===== src/rtl/simt_pkg.sv =====
package simt_pkg;

    localparam int LANES = 32;
    localparam int PC_W  = 32;

    typedef logic [LANES-1:0] lane_mask_t;
    typedef logic [PC_W-1:0]  pc_t;

    // One saved divergence frame
    typedef struct packed {
        pc_t        reconv;
        lane_mask_t saved;
        pc_t        else_pc;
        lane_mask_t else_mask;
        logic       pend;
    } frame_t;

    // Registered warp state
    typedef struct packed {
        pc_t        pc;
        lane_mask_t mask;
        logic       ovf;
    } warp_state_t;

    typedef enum logic [2:0] {
        ACT_IDLE, ACT_SEQ, ACT_UNIFORM, ACT_PUSH, ACT_OVF, ACT_ELSE, ACT_POP
    } act_e;

endpackage


===== src/rtl/lane_popcount.sv =====
module lane_popcount #(
    parameter int N = 32,
    localparam int W = $clog2(N + 1)
) (
    input  logic [N-1:0] bits,
    output logic [W-1:0] count
);

    logic [W-1:0] part [N+1];

    assign part[0] = '0;

    genvar gi;
    generate
        for (gi = 0; gi < N; gi++) begin : g_add
            assign part[gi+1] = part[gi] + {{(W-1){1'b0}}, bits[gi]};
        end
    endgenerate

    assign count = part[N];

endmodule


===== src/rtl/branch_classify.sv =====
module branch_classify
    import simt_pkg::*;
(
    input  lane_mask_t active,
    input  lane_mask_t pred,
    output lane_mask_t taken_mask,
    output lane_mask_t else_mask,
    output logic       all_take,
    output logic       none_take,
    output logic       split
);

    always_comb begin
        taken_mask = pred & active;
        else_mask  = active & ~pred;
        all_take   = (taken_mask == active);
        none_take  = (taken_mask == '0);
        split      = !all_take && !none_take;
    end

endmodule


===== src/rtl/frame_stack.sv =====
module frame_stack
    import simt_pkg::*;
#(
    parameter int DEPTH = 8,
    localparam int CNT_W = $clog2(DEPTH + 1),
    localparam int IDX_W = (DEPTH > 1) ? $clog2(DEPTH) : 1
) (
    input  logic             clk,
    input  logic             rst_n,
    input  logic             push,
    input  frame_t           push_frame,
    input  logic             pop,
    input  logic             clear_pend,
    output frame_t           top,
    output logic [CNT_W-1:0] count,
    output logic             full,
    output logic             empty
);

    frame_t           ent_q [DEPTH];
    frame_t           ent_d [DEPTH];
    logic [CNT_W-1:0] cnt_q, cnt_d;
    logic [IDX_W-1:0] top_idx;
    logic [IDX_W-1:0] wr_idx;

    always_comb begin
        top_idx = IDX_W'(cnt_q - CNT_W'(1));
        wr_idx  = IDX_W'(cnt_q);
        empty   = (cnt_q == '0);
        full    = (cnt_q == CNT_W'(DEPTH));
        top     = empty ? '0 : ent_q[top_idx];
        count   = cnt_q;
    end

    always_comb begin
        for (int i = 0; i < DEPTH; i++) ent_d[i] = ent_q[i];
        cnt_d = cnt_q;
        if (push && !full) begin
            ent_d[wr_idx] = push_frame;
            cnt_d         = cnt_q + CNT_W'(1);
        end else if (pop && !empty) begin
            cnt_d = cnt_q - CNT_W'(1);
        end else if (clear_pend && !empty) begin
            ent_d[top_idx].pend = 1'b0;
        end
    end

    always_ff @(posedge clk) begin
        if (!rst_n) begin
            cnt_q <= '0;
            for (int i = 0; i < DEPTH; i++) ent_q[i] <= '0;
        end else begin
            cnt_q <= cnt_d;
            for (int i = 0; i < DEPTH; i++) ent_q[i] <= ent_d[i];
        end
    end

    AST_NO_PUSH_FULL: assert property (@(posedge clk) disable iff (!rst_n)
        !(push && full));
    AST_POP_SHRINKS: assert property (@(posedge clk) disable iff (!rst_n)
        (pop && !empty) |=> (cnt_q == $past(cnt_q) - CNT_W'(1)));
    AST_ONE_OP: assert property (@(posedge clk) disable iff (!rst_n)
        $countones({push, pop, clear_pend}) <= 1);

endmodule


===== src/rtl/simt_mask_stack.sv =====
module simt_mask_stack
    import simt_pkg::*;
#(
    parameter int DEPTH    = 8,
    parameter int RESET_PC = 0
) (
    input  logic                       clk,
    input  logic                       rst_n,
    input  logic                       step_valid,
    input  logic                       is_branch,
    input  logic [31:0]                br_pred,
    input  logic [31:0]                br_taken_pc,
    input  logic [31:0]                br_fall_pc,
    input  logic [31:0]                br_reconv_pc,
    output logic [31:0]                pc,
    output logic [31:0]                active_mask,
    output logic [5:0]                 active_count,
    output logic                       hold,
    output logic [$clog2(DEPTH+1)-1:0] depth,
    output logic                       overflow
);

    localparam int CNT_W = $clog2(DEPTH + 1);
    localparam int POP_W = $clog2(LANES + 1);

    warp_state_t      state_q, state_d;
    act_e             act;
    lane_mask_t       taken_mask, else_mask;
    logic             all_take, none_take, split;
    frame_t           top, new_frame;
    logic [CNT_W-1:0] cnt;
    logic             full, empty;
    logic             push, pop, clr;
    logic             at_reconv;
    logic [POP_W-1:0] pop_cnt;

    branch_classify u_cls (
        .active     (state_q.mask),
        .pred       (br_pred),
        .taken_mask (taken_mask),
        .else_mask  (else_mask),
        .all_take   (all_take),
        .none_take  (none_take),
        .split      (split)
    );

    frame_stack #(.DEPTH(DEPTH)) u_stk (
        .clk        (clk),
        .rst_n      (rst_n),
        .push       (push),
        .push_frame (new_frame),
        .pop        (pop),
        .clear_pend (clr),
        .top        (top),
        .count      (cnt),
        .full       (full),
        .empty      (empty)
    );

    lane_popcount #(.N(LANES)) u_pop (
        .bits  (state_q.mask),
        .count (pop_cnt)
    );

    always_comb begin
        state_d   = state_q;
        act       = ACT_IDLE;
        at_reconv = !empty && (state_q.pc == top.reconv);
        new_frame = '{reconv: br_reconv_pc, saved: state_q.mask,
                      else_pc: br_fall_pc, else_mask: else_mask, pend: 1'b1};

        if (at_reconv) begin
            act = top.pend ? ACT_ELSE : ACT_POP;
        end else if (step_valid) begin
            if (!is_branch)      act = ACT_SEQ;
            else if (!split)     act = ACT_UNIFORM;
            else if (full)       act = ACT_OVF;
            else                 act = ACT_PUSH;
        end

        push = (act == ACT_PUSH);
        pop  = (act == ACT_POP);
        clr  = (act == ACT_ELSE);

        unique case (act)
            ACT_SEQ:     state_d.pc = state_q.pc + PC_W'(1);
            ACT_UNIFORM: state_d.pc = all_take ? br_taken_pc : br_fall_pc;
            ACT_PUSH: begin
                state_d.pc   = br_taken_pc;
                state_d.mask = taken_mask;
            end
            ACT_OVF:     state_d.ovf = 1'b1;
            ACT_ELSE: begin
                state_d.pc   = top.else_pc;
                state_d.mask = top.else_mask;
            end
            ACT_POP:     state_d.mask = top.saved;
            default:     ;
        endcase
    end

    always_ff @(posedge clk) begin
        if (!rst_n) begin
            state_q.pc   <= PC_W'(RESET_PC);
            state_q.mask <= '1;
            state_q.ovf  <= 1'b0;
        end else begin
            state_q <= state_d;
        end
    end

    assign pc           = state_q.pc;
    assign active_mask  = state_q.mask;
    assign active_count = pop_cnt;
    assign hold         = at_reconv;
    assign depth        = cnt;
    assign overflow     = state_q.ovf;

    AST_MASK_NONEMPTY: assert property (@(posedge clk) disable iff (!rst_n)
        active_mask != '0);
    AST_UNIFORM_KEEPS: assert property (@(posedge clk) disable iff (!rst_n)
        (step_valid && is_branch && !hold &&
         (((br_pred & active_mask) == active_mask) || ((br_pred & active_mask) == '0)))
        |=> ($stable(active_mask) && $stable(depth)));
    AST_SPLIT_NARROWS: assert property (@(posedge clk) disable iff (!rst_n)
        (step_valid && is_branch && !hold && depth != CNT_W'(DEPTH) &&
         ((br_pred & active_mask) != '0) && ((br_pred & active_mask) != active_mask))
        |=> (depth == $past(depth) + CNT_W'(1) &&
             (active_mask & ~$past(active_mask)) == '0 &&
             active_mask != $past(active_mask)));
    AST_FULL_FREEZE: assert property (@(posedge clk) disable iff (!rst_n)
        (step_valid && is_branch && !hold && depth == CNT_W'(DEPTH) &&
         ((br_pred & active_mask) != '0) && ((br_pred & active_mask) != active_mask))
        |=> (overflow && $stable(pc) && $stable(active_mask) && $stable(depth)));
    AST_OVF_STICKY: assert property (@(posedge clk) disable iff (!rst_n)
        overflow |=> overflow);
    AST_HOLD_NO_GROW: assert property (@(posedge clk) disable iff (!rst_n)
        hold |=> (depth <= $past(depth)));
    AST_COUNT_MATCH: assert property (@(posedge clk) disable iff (!rst_n)
        active_count == POP_W'($countones(active_mask)));

endmodule


===== config.mk =====
export PLATFORM = sky130hd
export DESIGN_NAME = simt_mask_stack
export DESIGN_NICKNAME = d
export VERILOG_FILES = /design/src/rtl/simt_pkg.sv /design/src/rtl/lane_popcount.sv /design/src/rtl/branch_classify.sv /design/src/rtl/frame_stack.sv /design/src/rtl/simt_mask_stack.sv
export SDC_FILE = /design/constraint.sdc
export NUM_CORES = 2
export LEC_CHECK = 0
export ABC_AREA = 1
export ABC_CLOCK_PERIOD_IN_PS = 9100
export BUFFER_PORTS_ARGS = -buffer_cell sky130_fd_sc_hd__buf_4
export CAP_MARGIN = 30
export CORE_UTILIZATION = 30
export CTS_CLUSTER_DIAMETER = 200
export CTS_CLUSTER_SIZE = 20
export DETAILED_ROUTE_END_ITERATION = 7
export RECOVER_POWER = 100
export SETUP_SLACK_MARGIN = 0.2
export SYNTH_ARGS = -nofsm -noshare
export SYNTH_HDL_FRONTEND = slang
export SYNTH_SLANG_ARGS = --single-unit

===== constraint.sdc =====
create_clock -name clk -period 9.1 [get_ports clk]
set_input_delay 0.91 -clock clk [delete_from_list [all_inputs] [get_ports clk]]
set_output_delay 0.91 -clock clk [all_outputs]
set_load 0.02 [all_outputs]

==> results_dict.tcl <==
set metrics [dict create \
    ys_top_cells_by_count "dfxtp_1, nand2_1, o21ai_0, a21oi_1, inv_1" \
    post_cts_buffers 0 \
    synth-seq-cells 1101 \
    floorplan.initialDensity 0.302 \
    powerDensity_nw_per_um2 170 \
    path_clk_slew_ns 0.09 \
    synthArstFlopShare 0 \
    regArea_sq_um 22000 \
    rows 148 \
    place.detailed.hpwl_um 106000 \
    p_leak_nw 20.2 \
    drtPass1Iterations 6 \
    peakVddDrop_mv 0.297 \
    yosys.cell_types.count 46 \
    period_share 0.855 \
    gp_congestion 0.915 \
    rsz0062_at_grt "no" \
    via_count 46600 \
    cts_tree "done" \
    outcome "complete, but fails checks" \
    ctsResizeCount 0 \
    maxSlewHeadroom -0.235 \
    combPwrFrac 0.135 \
    grt_pass1_wl_um 268000 \
    max-clock-path-buffers 3 \
    syn_inst 6783 \
    skew_ns 0.0384 \
    synth-edff-count 0 \
    p_sw_frac 0.289 \
    clk_latency_ns 0.71 \
    setup_viol 0 \
    cap_violations 6 \
    synth_ff_type "dfxtp_1" \
    period_minus_slack_ns 7.78 \
    grt.total_usage 0.205 \
    hold_violations 0 \
    max_clock_freq_mhz 129 \
    violations "capacitance limit, slew limit" \
    crit_arrival_ns 8.32 \
    ios 208 \
    seqPwrFrac 0.546 \
    overflow 0 \
    yosysMostFrequentCell "dfxtp_1" \
    yosys_warnings 0 \
    drive_gt1_frac 0.0551 \
    viasPerCell 5.33 \
    utilization 0.326 \
    core_area_sq_um 163000 \
    ys_top_cells_by_area "dfxtp_1, o21ai_0, a21oi_1, nand2_1, inv_1" \
    crit_fanout 45 \
    grt_pass1_vias 43000 \
    intPower_mw 6.44 \
    antenna_found_initial 13 \
    die_area_sq_um 166000 \
    clkPwrFrac 0.319 \
    critical_path_class "flip-flop to flip-flop" \
    syn_to_final_growth_pct 7.85 \
    ctsHoldBuffers 0 \
    die-height_um 407 \
    yosys.area.top_type "dfxtp_1" \
    initialDrtViolationCount 5519 \
    ys_seq_area_frac 0.447 \
    critPathRequiredTime_ns 9.64 \
    start_kind "flip-flop" \
    postSynthAreaPerCell_sq_um 7.26 \
    routed_wl_um 178000 \
    tightest_slew_ns 1.85 \
    die_w_um 407 \
    postPlaceCellArea_sq_um 51900 \
    final_cell_area_sq_um 53100 \
    cts_max_level 2 \
    root_buffer "clkbuf_16" \
    cts.sinks 1101 \
    fillers 17600 \
    final-max-slew-violation-count 407 \
    wire_per_inst_um 20.4 \
    nets 6736 \
    synth_top_area_share 0.447 \
    grt_max_degree 286 \
    switchingPower_mw 2.62 \
    syn_nets 6950 \
    worstHoldPathType "flip-flop to flip-flop" \
    ant_nets 0 \
    drc 0 \
    netlist_area_sq_um 49300 \
    cts_buffers 61 \
    endpoint_kind "flip-flop" \
    holdWs_ns 0.453 \
    multi_input_area_sq_um 22300 \
    tns_ns 0 \
    port_buffers 207 \
]
[final cells by class]
| cell class | instances | area share |
|---|---|---|
| Multi-Input combinational cell | 4438 | 0.419 |
| Clock buffer | 64 | 0.0293 |
| Tap cell | 2175 | 0.0512 |
| Sequential cell | 1101 | 0.415 |
| Antenna cell | 3 | 0.000141 |
| Timing Repair Buffer | 279 | 0.0355 |
| Inverter | 688 | 0.0490 |
| Clock inverter | 3 | 0.00106 |
[cell usage in the layout, fill, tap and decap left out, types with 24 or more instances in the layout]
master	netlist	layout
o221ai_1	27	27
buf_4	12	183
nand4_1	84	84
nand3_1	269	268
mux2_2	32	32
nand2_1	1085	1084
xor2_1	31	31
inv_1	643	641
fa_1	24	24
o21ai_1	147	63
a21oi_1	845	845
o22ai_1	131	131
a22o_1	67	67
o211ai_1	61	61
clkbuf_1	355	79
nor3_1	37	37
dfxtp_1	1101	1101
inv_2	31	27
o21ai_0	979	1063
a221oi_1	52	52
clkbuf_16	0	62
nor2_1	485	481
[kinds of logic (layout without fill, tap and decap cells)]
kind of cell | Yosys count | in the layout | synth area share
compound gates | 2344 | 2344 | 0.258
simple gates | 1994 | 1994 | 0.168
buf+inv | 1244 | 1034 | 0.101
flops | 1101 | 1101 | 0.447
fa+ha+maj | 35 | 35 | 0.0125
xor+xnor | 33 | 33 | 0.00587
mux | 32 | 32 | 0.00731
other cells | 0 | 3 | 0
[metrics by stage]
step | total power, mW | worst slack, ns | instances
floorplan | 5.79 | 3.01 | 6783
global placement | 6.36 | 2.74 | 8678
detailed placement | 6.37 | 2.71 | 8680
CTS | 9.20 | 1.89 | 8747
global route | 9.40 | 0.822 | 8751
finish | 9.06 | 1.32 | 8751
[critical path, stage by stage (launching register included)]
cell,delay (ns)
dfxtp_1,1.48
inv_2,0.07
ha_2,0.35
inv_2,0.53
buf_12,0.32
nand2_1,0.09
nand2_1,0.06
nand2_1,0.06
nand2_1,0.21
nand3_1,0.10
nand2_1,0.11
inv_1,0.04
nand2_1,0.05
nor2_1,0.04
nand3_1,0.08
nor2_1,0.09
nand2_1,0.28
nand2_4,0.29
inv_2,0.56
nand2_4,0.29
nand2_1,0.59
clkbuf_2,0.93
inv_1,0.64
nand2_1,0.18
nand3_1,0.09
[path summary, 6_finish.rpt]
check	startpoint	to	slack, ns	depth (start not counted)
max reg2reg	u_stk.count[0]$_SDFFE_PN0P_	active_mask[25]$_SDFFE_PN1P_	1.32	24
min reg2reg	u_stk.ent_q[6][71]$_SDFFE_PN0P_	u_stk.ent_q[6][71]$_SDFFE_PN0P_	0.45	2
max	u_stk.count[0]$_SDFFE_PN0P_	active_mask[25]$_SDFFE_PN1P_	1.32	24
min	u_stk.ent_q[6][71]$_SDFFE_PN0P_	u_stk.ent_q[6][71]$_SDFFE_PN0P_	0.45	2
[state kept, by name, summed over array words and instances, names as in the netlist]
register,cells
u_stk.ent_q,1032
pc,32
active_mask,32
u_stk.count,4
overflow,1
[routing by layer]
layer  vias to the layer above  part of all wire  GRT usage
met1                     22300              0.44      0.286
met2                      1933              0.45      0.323
met4                         4             0.019     0.0520
li1                      22200                 -          -
met3                       243             0.088     0.0354
met5                         -          0.000079          0
[power by group through the flow]
stage	sequential [mW]	combinational [mW]	clock, mW
3_5_place_dp	5.05	1.31	0
5_1_grt	4.95	1.35	3.10
6_report	4.94	1.23	2.89
3_3_place_gp	5.05	1.31	0
4_1_cts	4.94	1.32	2.94
2_1_floorplan	5.05	0.740	0
No activity file was read; power rests on OpenSTA's default activity.
